**src/rtl/sc_act_pkg.sv**
```systemverilog
package sc_act_pkg;

  typedef enum logic [3:0] {
    ST_OFF,
    ST_PWR,
    ST_ARM,
    ST_CLK,
    ST_WLO,
    ST_WHI,
    ST_RUN,
    ST_WARM,
    ST_STOP,
    ST_DRST,
    ST_DCLK,
    ST_DIO
  } seq_state_t;

  localparam logic [1:0] SPD_OFF = 2'b00;
  localparam logic [1:0] SPD_1X  = 2'b01;
  localparam logic [1:0] SPD_2X  = 2'b10;
  localparam logic [1:0] SPD_4X  = 2'b11;

  localparam logic [1:0] VCC_NONE = 2'b00;

endpackage

```
**src/rtl/sc_card_clkgen.sv**
```systemverilog
module sc_card_clkgen
  import sc_act_pkg::*;
#(
  parameter int HALF_4M = 12
) (
  input  logic       clk,
  input  logic       rst_n,
  input  logic [1:0] spd,
  input  logic       en,
  output logic       card_clk,
  output logic       tick
);
  localparam int DW = $clog2(HALF_4M * 4 + 1);
  localparam logic [DW-1:0] LIM_1X = DW'(HALF_4M * 4);
  localparam logic [DW-1:0] LIM_2X = DW'(HALF_4M * 2);
  localparam logic [DW-1:0] LIM_4X = DW'(HALF_4M);

  logic [DW-1:0] cnt;
  logic [DW-1:0] lim;
  logic          div_q;
  logic          en_q;
  logic          wrap;

  // The code 00 gates the output; the reference keeps the slowest rate.
  always_comb begin
    unique case (spd)
      SPD_2X:  lim = LIM_2X;
      SPD_4X:  lim = LIM_4X;
      default: lim = LIM_1X;
    endcase
  end

  assign wrap = (cnt >= lim - DW'(1));
  assign tick = wrap && !div_q;

  always_ff @(posedge clk or negedge rst_n) begin
    if (!rst_n) begin
      cnt   <= '0;
      div_q <= 1'b0;
      en_q  <= 1'b0;
    end else begin
      if (wrap) begin
        cnt   <= '0;
        div_q <= ~div_q;
      end else begin
        cnt <= cnt + DW'(1);
      end
      // The gate changes only in the low phase, so no pulse is cut short.
      if (!div_q) en_q <= en && (spd != SPD_OFF);
    end
  end

  assign card_clk = div_q & en_q;

endmodule

```
**src/rtl/sc_tick_timer.sv**
```systemverilog
module sc_tick_timer #(
  parameter int TW = 16
) (
  input  logic          clk,
  input  logic          rst_n,
  input  logic          clr,
  input  logic          run,
  input  logic          tick,
  input  logic [TW-1:0] limit,
  output logic          done
);
  logic [TW-1:0] cnt;
  logic [TW:0]   cnt_inc;

  assign cnt_inc = {1'b0, cnt} + {{TW{1'b0}}, 1'b1};
  assign done    = run && tick && (cnt_inc >= {1'b0, limit});

  always_ff @(posedge clk or negedge rst_n) begin
    if (!rst_n)            cnt <= '0;
    else if (clr)          cnt <= '0;
    else if (run && tick)  cnt <= cnt_inc[TW-1:0];
  end

endmodule

```
**src/rtl/sc_act_fsm.sv**
```systemverilog
module sc_act_fsm
  import sc_act_pkg::*;
#(
  parameter int ATR_WIN = 40000,
  parameter int WARM_W  = 8,
  parameter int TW      = 16
) (
  input  logic              clk,
  input  logic              rst_n,
  input  logic              act_req,
  input  logic              shut_req,
  input  logic              stop_req,
  input  logic              warm_req,
  input  logic [1:0]        vsel_in,
  input  logic [1:0]        spd_in,
  input  logic [WARM_W-1:0] warm_len,
  input  logic              atr_start,
  input  logic              tmr_done,
  output logic [1:0]        vcc_sel,
  output logic [1:0]        spd_q,
  output logic              clk_on,
  output logic              card_rst,
  output logic              io_rel,
  output logic              tmr_run,
  output logic              tmr_clr,
  output logic [TW-1:0]     tmr_limit,
  output logic              rst_run_hi,
  output logic              card_active,
  output logic              fail
);
  seq_state_t        st, nx;
  logic [1:0]        vsel_q;
  logic              run_hi_q;
  logic              fail_q;
  logic              ck_live;
  logic [WARM_W-1:0] warm_q;
  logic              powered;

  assign powered = st inside {ST_PWR, ST_ARM, ST_CLK, ST_WLO, ST_WHI,
                              ST_RUN, ST_WARM, ST_STOP};

  always_comb begin
    nx = st;
    if (shut_req && powered) begin
      nx = ST_DRST;
    end else begin
      unique case (st)
        ST_OFF:  if (act_req) nx = ST_PWR;
        ST_PWR:  nx = ST_ARM;
        ST_ARM:  nx = ST_CLK;
        ST_CLK:  nx = ST_WLO;
        ST_WLO:  if (atr_start) nx = ST_RUN;
                 else if (tmr_done) nx = ST_WHI;
        ST_WHI:  if (atr_start) nx = ST_RUN;
                 else if (tmr_done) nx = ST_DRST;
        ST_RUN:  if (stop_req) nx = ST_STOP;
                 else if (warm_req) nx = ST_WARM;
        ST_WARM: if (stop_req) nx = ST_STOP;
                 else if (tmr_done) nx = ST_RUN;
        ST_STOP: if (act_req) nx = ST_PWR;
        ST_DRST: if (tmr_done) nx = ST_DCLK;
        ST_DCLK: if (tmr_done) nx = ST_DIO;
        ST_DIO:  if (tmr_done) nx = ST_OFF;
        default: nx = ST_OFF;
      endcase
    end
  end

  always_ff @(posedge clk or negedge rst_n) begin
    if (!rst_n) begin
      st       <= ST_OFF;
      vsel_q   <= VCC_NONE;
      spd_q    <= SPD_OFF;
      run_hi_q <= 1'b0;
      fail_q   <= 1'b0;
      ck_live  <= 1'b0;
      warm_q   <= WARM_W'(1);
    end else begin
      st <= nx;
      if (nx == ST_PWR && st != ST_PWR) begin
        vsel_q <= vsel_in;
        spd_q  <= spd_in;
        fail_q <= 1'b0;
      end
      if (st == ST_WLO && nx == ST_RUN) run_hi_q <= 1'b0;
      if (st == ST_WHI && nx == ST_RUN) run_hi_q <= 1'b1;
      if (st == ST_WHI && tmr_done && !atr_start && !shut_req) fail_q <= 1'b1;
      if (nx == ST_CLK) ck_live <= 1'b1;
      else if (nx inside {ST_STOP, ST_DCLK, ST_DIO, ST_OFF, ST_PWR}) ck_live <= 1'b0;
      if (st == ST_RUN && nx == ST_WARM)
        warm_q <= (warm_len == '0) ? WARM_W'(1) : warm_len;
    end
  end

  always_comb begin
    unique case (st)
      ST_WHI:  card_rst = 1'b1;
      ST_RUN:  card_rst = run_hi_q;
      ST_STOP: card_rst = run_hi_q;
      ST_WARM: card_rst = ~run_hi_q;
      default: card_rst = 1'b0;
    endcase
  end

  always_comb begin
    unique case (st)
      ST_WLO, ST_WHI: tmr_limit = TW'(ATR_WIN);
      ST_WARM:        tmr_limit = TW'(warm_q);
      default:        tmr_limit = TW'(1);
    endcase
  end

  assign io_rel      = st inside {ST_ARM, ST_CLK, ST_WLO, ST_WHI, ST_RUN,
                                  ST_WARM, ST_STOP, ST_DRST, ST_DCLK};
  assign vcc_sel     = (st == ST_OFF) ? VCC_NONE : vsel_q;
  assign clk_on      = ck_live;
  assign tmr_run     = st inside {ST_WLO, ST_WHI, ST_WARM, ST_DRST, ST_DCLK, ST_DIO};
  assign tmr_clr     = (nx != st);
  assign rst_run_hi  = run_hi_q;
  assign card_active = st inside {ST_RUN, ST_WARM};
  assign fail        = fail_q;

endmodule

```
**src/rtl/sc_act_seq.sv**
```systemverilog
module sc_act_seq
  import sc_act_pkg::*;
#(
  parameter int HALF_4M = 12,
  parameter int ATR_WIN = 40000,
  parameter int WARM_W  = 8
) (
  input  logic              clk,
  input  logic              rst_n,
  input  logic              act_req,
  input  logic              shut_req,
  input  logic              stop_req,
  input  logic              warm_req,
  input  logic [1:0]        vsel_in,
  input  logic [1:0]        spd_in,
  input  logic [WARM_W-1:0] warm_len,
  input  logic              atr_start,
  output logic [1:0]        vcc_sel,
  output logic              card_clk,
  output logic              card_rst,
  output logic              io_rel,
  output logic              rst_run_hi,
  output logic              card_active,
  output logic              fail
);
  localparam int WIN_W = $clog2(ATR_WIN + 1);
  localparam int TW    = (WIN_W > WARM_W) ? WIN_W : WARM_W;

  logic [1:0]    spd_q;
  logic          clk_on;
  logic          tick;
  logic          tmr_run;
  logic          tmr_clr;
  logic          tmr_done;
  logic [TW-1:0] tmr_limit;

  sc_act_fsm #(.ATR_WIN(ATR_WIN), .WARM_W(WARM_W), .TW(TW)) u_fsm (
    .clk(clk), .rst_n(rst_n),
    .act_req(act_req), .shut_req(shut_req), .stop_req(stop_req), .warm_req(warm_req),
    .vsel_in(vsel_in), .spd_in(spd_in), .warm_len(warm_len), .atr_start(atr_start),
    .tmr_done(tmr_done),
    .vcc_sel(vcc_sel), .spd_q(spd_q), .clk_on(clk_on), .card_rst(card_rst),
    .io_rel(io_rel), .tmr_run(tmr_run), .tmr_clr(tmr_clr), .tmr_limit(tmr_limit),
    .rst_run_hi(rst_run_hi), .card_active(card_active), .fail(fail)
  );

  sc_card_clkgen #(.HALF_4M(HALF_4M)) u_clk (
    .clk(clk), .rst_n(rst_n), .spd(spd_q), .en(clk_on),
    .card_clk(card_clk), .tick(tick)
  );

  sc_tick_timer #(.TW(TW)) u_tmr (
    .clk(clk), .rst_n(rst_n), .clr(tmr_clr), .run(tmr_run), .tick(tick),
    .limit(tmr_limit), .done(tmr_done)
  );

endmodule

```
**config.mk**
```make
export PLATFORM = sky130hd
export DESIGN_NAME = sc_act_seq
export DESIGN_NICKNAME = d
export VERILOG_FILES = /design/src/rtl/sc_act_pkg.sv /design/src/rtl/sc_card_clkgen.sv /design/src/rtl/sc_tick_timer.sv /design/src/rtl/sc_act_fsm.sv /design/src/rtl/sc_act_seq.sv
export SDC_FILE = /design/constraint.sdc
export NUM_CORES = 1
export LEC_CHECK = 0
export CAP_MARGIN = 20
export CORE_MARGIN = 2
export CORE_UTILIZATION = 45
export DETAILED_ROUTE_END_ITERATION = 10
export MAX_ROUTING_LAYER = met4
export PLACE_DENSITY = 0.68
export SLEW_MARGIN = 20
export SYNTH_ARGS = -nofsm -noshare
export SYNTH_HDL_FRONTEND = slang
export SYNTH_SLANG_ARGS = --single-unit
```
**constraint.sdc**
```tcl
create_clock -name clk -period 7.7 [get_ports clk]
set_input_delay 1.54 -clock clk [delete_from_list [all_inputs] [get_ports clk]]
set_output_delay 1.54 -clock clk [all_outputs]
set_load 0.1 [all_outputs]
```
### After elaboration in Yosys (flattened, before gate mapping)

Index checks and enable logic that the tools add are counted.

| cells by class | value |
|---|---|
| add/sub/neg operators | 3 |
| order comparisons | 2 |
| equal/unequal tests | 22 |
| mux-type cells | 28 |
| bitwise operators | 3 |
| reductions and logical operators | 31 |

Operator list:

| operator | number |
|---|---|
| 4-bit two-way mux | 13 |
| 4-bit one-hot mux with 11 select lines | 1 |
| 16-bit two-way mux | 2 |
| 16-bit one-hot mux with 2 select lines | 1 |
| 4-bit equality test (second input constant) | 7 |
| 4-bit by 3-bit equality test with 1-bit output (second input constant) | 6 |
| 16-bit by 1-bit adder with 17-bit output (second input constant) | 1 |
| 17-bit by 16-bit >= comparator with 1-bit output | 1 |
| 4-bit by 2-bit equality test with 1-bit output (second input constant) | 3 |
| 1-bit logical AND | 12 |
| 6-bit one-hot mux with 2 select lines | 1 |
| 2-bit nonzero test | 6 |
| 9-bit nonzero test | 1 |
| 4-bit by 1-bit equality test with 1-bit output (second input constant) | 2 |
| 4-bit zero test | 2 |
| 8-bit zero test | 1 |
| 8-bit two-way mux | 1 |
| 8-bit nonzero test | 1 |
| 6-bit by 1-bit adder with 6-bit output (second input constant) | 1 |
| 6-bit >= comparator | 1 |
| 1-bit two-way mux | 6 |
| 6-bit two-way mux | 1 |
| 6-bit nonzero test | 1 |
| 2-bit OR reduction | 3 |
| other kinds (10) | 14 |

| storage, ports and cells | value |
|---|---|
| register bits after elaboration | 43 |
| input bits | 19 |
| output and inout port bits | 8 |
| logic and storage cells | 100 |

### Longest topological paths before layout

| logic depth | value |
|---|---|
| word-level depth | 15 |
| depth in mapped cells | 15 |
| depth with buffers taken out | 15 |

### By module

From an unflattened synthesis, not the netlist that was laid out.

| unflattened totals | value |
|---|---|
| cells, all modules | 367 |
| area total of the unflattened synthesis | 3300.7 µm² |

By module, submodules not included:

| module | times used | cells an instance | area each (µm²) | sequential area each (µm²) |
|---|---|---|---|---|
| sc_act_fsm | 1 | 150 | 1423.9 | 476.7 |
| sc_tick_timer | 1 | 174 | 1422.6 | 400.4 |
| sc_card_clkgen | 1 | 43 | 454.2 | 200.2 |

### Worst setup path before layout

Ideal clock, no wire load.

| timing path | value |
|---|---|
| path type | register to output |
| start | register u_fsm.st[1] |
| end | output vcc_sel[0] |
| arrival | 3.235 ns |
| required time | 6.160 ns |
| path slack | 2.925 ns |
| stages on the path, launching flop included | 5 |
| path buffers | 2 |
| cells stage by stage | dfrtp_1 clkbuf_1 buf_1 nor2_1 a21boi_0 |

| between the ends | value |
|---|---|
| word-level cells in the longest chain between the ends | 2 |

Ends and longest elaborated chain:

| what | line | source |
|---|---|---|
| start: declaration | sc_act_fsm.sv:31 | `seq_state_t st, nx;` |
| start signal: assignment | sc_act_fsm.sv:79 | `st <= nx;` |
| 4-bit zero test | sc_act_fsm.sv:115 | `assign vcc_sel = (st == ST_OFF) ? VCC_NONE : vsel_q;` |
| 2-bit two-way mux | sc_act_fsm.sv:115 |  |
| end: declaration | sc_act_seq.sv:18 | `output logic [1:0] vcc_sel,` |

No other way between the ends.

### Final worst setup path

| timing path | value |
|---|---|
| start | register u_fsm.st[0] |
| end | output card_rst |

| between the ends | value |
|---|---|
| word-level cells in the longest chain between the ends | 3 |
| elaborated cells between the ends (all ways) | 6 |
| those cells by class | eq/ne: 4; mux: 1; reduce/logical: 1 |

Ends and longest elaborated chain:

| what | line | source |
|---|---|---|
| 4-bit equality test or 4-bit by 3-bit equality test with 1-bit output (tied branches) | sc_act_fsm.sv:96 | `unique case (st)` |
| 2-bit OR reduction (no source line) | - |  |
| 1-bit one-hot mux with 3 select lines (*) | sc_act_fsm.sv:96 |  |
| end: declaration | sc_act_seq.sv:20 | `output logic card_rst,` |

Every way passes the cells marked *; elsewhere a longest branch is shown, timed or not.

==> out/summary.txt <==
Vias: 2922
Switching power: 547 uW
Crit path capture type: output port
Met1 GRT Util: 0.279
Proportion of power drawn by the clock network: 0.178
Die Height: 91.5 um
Syn Std Cell Area: 3440 um2
CTS tree: done
Hold depth: 1
Fin util: 0.532
Number of routed nets with antenna violations: 0
Register area share after synthesis: 0.313
CP Data Required Time: 6.16 ns
Max_cap viols: 0
Initial antenna violation count: 0
Cell leakage power: 1.66 nW
Yosys warns: 0
I/O Buffers: 26
CTS buffer count: 5
Clock root buffer: clkbuf_8
Worst slew pin tran: 0.975 ns
FMAX: 0.218 GHz
Status: finished, final reports clean
Post-CTS Hold Buffers: 0
Gr usage total: 0.203
P_int: 621 uW
Drt via density: 5.86
Die width: 91.5 um
Global routing usage on met2: 0.319
Post-synth EDFFs: 0
Worst Skew: 0.00813 ns
Final cell count without fillers: 499
Critical path class: reg -> out
Detailed Routing Iterations Pass 1: 4
Fin crit period: 4.59 ns
Starting density of the core: 0.470
Site Rows: 31
Number of synthesized register bits: 43
Core area: 7330 um2
Most used routing layer in global routing: met2
Max VDD drop: 261 uV
Clk slew on worst S/H paths: 0.09 ns
Synth Instances: 384
Hold Crit Class: reg -> reg
Drt initial violations: 120
Layout Nets: 436
Share of cells above drive strength 1: 0.120
Final setup margin: 3.11 ns
Startpoint Class: flip-flop
Met3 usage: 0.0349
Htree depth: 2
Top FF cell, synth: dfrtp_1
Netlist cell types: 69
WP data arrival: 3.05 ns
Vias in the first global route: 2727
Placed Cells incl. Taps: 491
Average cell area after synthesis: 8.97 um2
Final setup vio count: 0
WL final: 8.02 mm
Part of the power in registers: 0.290
Final Wtd Congestion: 0.915
Syn Nets: 421
CP max FO: 19
Die area: 8370 um2
Fin crit share: 0.597
Routed len/inst: 16.1 um
First-pass GRT wire length: 13.6 mm
Latest clock arrival within the worst-skew pair: 0.30 ns
DPL Wire Length: 5.82 mm
Sw frac: 0.469
Endpoints failing hold: 0
RSZ-0062 raised after global routing: false
DRC violations left: 0
Max_slew headroom: 0.348
I/O pin total: 27
Largest net degree at the start of global routing: 44
R2R cell count: 12
Async S/R FF share, synth: 1.00
Comb pwr share: 0.532
PwrDens: 300 nW/um2
# diodes: 0
Setup TNS: 0 ns
Dpl ws: 2.92 ns
Area grow syn2layout: 13.2%
Grt total ovfl: 0
Post-CTS Setup Repair Bufs: 0
Post-CTS Resized: 0
Bufs on Longest Clock Path: 2
Total clock sinks: 43
Final Max Tran Viols: 0
cell usage in the layout (no fill, tap or decap), drive strengths merged, types with 5 or more instances in the layout:
master          n
nand4          10
nand2          23
nand3          17
ha             18
nand2b          8
clkbuf          6
nor4            8
inv            12
o21ai          15
a21oi          19
clkdlybuf4s50  25
and2            5
nor4bb          6
xor2           13
a21o            5
nor2           42
xnor2          22
mux2           12
dfrtp          42
nor3           24
and4bb          8
a211oi          5
cell usage after synthesis, types with 2 or more instances:
cell / n / area, um2
xor2_1: 12 / 105
buf_2: 5 / 25.0
a21boi_0: 3 / 22.5
nor3_1: 23 / 115
nor4_1: 6 / 37.5
o21ai_0: 14 / 70.1
clkbuf_1: 11 / 41.3
buf_1: 2 / 7.51
and3_1: 3 / 18.8
a211oi_1: 3 / 22.5
a21o_1: 4 / 30.0
o22ai_1: 3 / 18.8
mux2i_1: 3 / 30.0
nand4_2: 2 / 25.0
and4_1: 2 / 17.5
mux2_1: 3 / 33.8
or3_1: 2 / 12.5
xnor2_1: 21 / 184
o211a_1: 2 / 20.0
nand3_1: 16 / 80.1
and4bb_2: 8 / 100
inv_1: 11 / 41.3
ha_1: 18 / 225
a21oi_1: 19 / 95.1
and2_1: 5 / 31.3
nor4_4: 2 / 42.5
dfrtp_1: 42 / 1050
nand2_1: 23 / 86.3
a211o_1: 2 / 17.5
nor4bb_1: 6 / 60.1
o211ai_1: 2 / 15.0
nand3b_1: 3 / 22.5
nand4_1: 8 / 50.1
nand2b_1: 8 / 50.1
nor2_1: 42 / 158
a22oi_1: 3 / 22.5
mux2_2: 9 / 101
a31oi_1: 2 / 12.5
layout make-up:
cell class	count	area (um2)
Fill cell	646	3430
Multi-Input combinational cell	308	2240
Sequential cell	43	1080
Timing Repair Buffer	28	273
Tap cell	99	124
Clock buffer	6	72.6
Clock inverter	2	60.1
Inverter	13	48.8
path summary, 6_finish.rpt:
| path | start | end | slack [ns] |
|---|---|---|---|
| setup / recovery | u_fsm.st[0] | card_rst | 3.11 |
| setup reg to reg | u_fsm.st[2] | u_tmr.cnt[6] | 3.22 |
| min in group asynchronous | rst_n | u_clk.cnt[4] | 1.23 |
| max in group asynchronous | rst_n | u_fsm.warm_q[0] | 6.08 |
| hold / removal | u_clk.cnt[0] | u_clk.cnt[0] | 0.47 |
| hold reg to reg | u_clk.cnt[0] | u_clk.cnt[0] | 0.47 |
per-stage QoR:
| step | power, mW | hold slack [ns] | area (um2) |
|---|---|---|---|
| after floorplan | 0.806 | 0.433 | 3440 |
| after global placement | 0.936 | 0.448 | 3750 |
| after detailed placement | 0.951 | 0.463 | 3750 |
| after CTS | 1.16 | 0.476 | 3890 |
| after global routing | 1.25 | 0.489 | 3900 |
| final | 1.17 | 0.468 | 3900 |
cells by family after synthesis:
group,synth area share
buf+inv,0.0403
xor+xnor,0.0934
flops,0.313
simple gates,0.287
compound gates,0.153
mux,0.0480
fa+ha+maj,0.0654
state kept, by name (all words and copies together), names as in the netlist:
| signal | flops |
|---|---|
| u_fsm.rst_run_hi | 1 |
| u_clk.div_q | 1 |
| u_fsm.vsel_q | 2 |
| u_fsm.st | 4 |
| u_fsm.spd_q | 2 |
| u_clk.cnt | 6 |
| u_fsm.clk_on | 1 |
| u_tmr.cnt | 16 |
| u_clk.en_q | 1 |
| u_fsm.warm_q | 8 |
| u_fsm.fail | 1 |
routing by layer:
metal  part of all wire  wire (um)
met5                  0          0
met3              0.038        305
met2               0.47       3800
met4              0.012         98
met1               0.48       3820
power groups by stage:
stage	combinational, mW	sequential (mW)	clock [mW]
5_1_grt	0.682	0.348	0.222
6_report	0.622	0.338	0.208
4_1_cts	0.614	0.336	0.213
3_5_place_dp	0.610	0.341	0
3_3_place_gp	0.595	0.341	0
2_1_floorplan	0.509	0.297	0
critical path, stage by stage, from the launching register on:
cell and delay (ns):
dfrtp_1 0.73, clkinv_1 0.43, xnor2_1 0.24, nor2_1 0.11, a31o_2 0.12, clkdlybuf4s50_1 1.12
No activity file was read; power rests on OpenSTA's default activity.
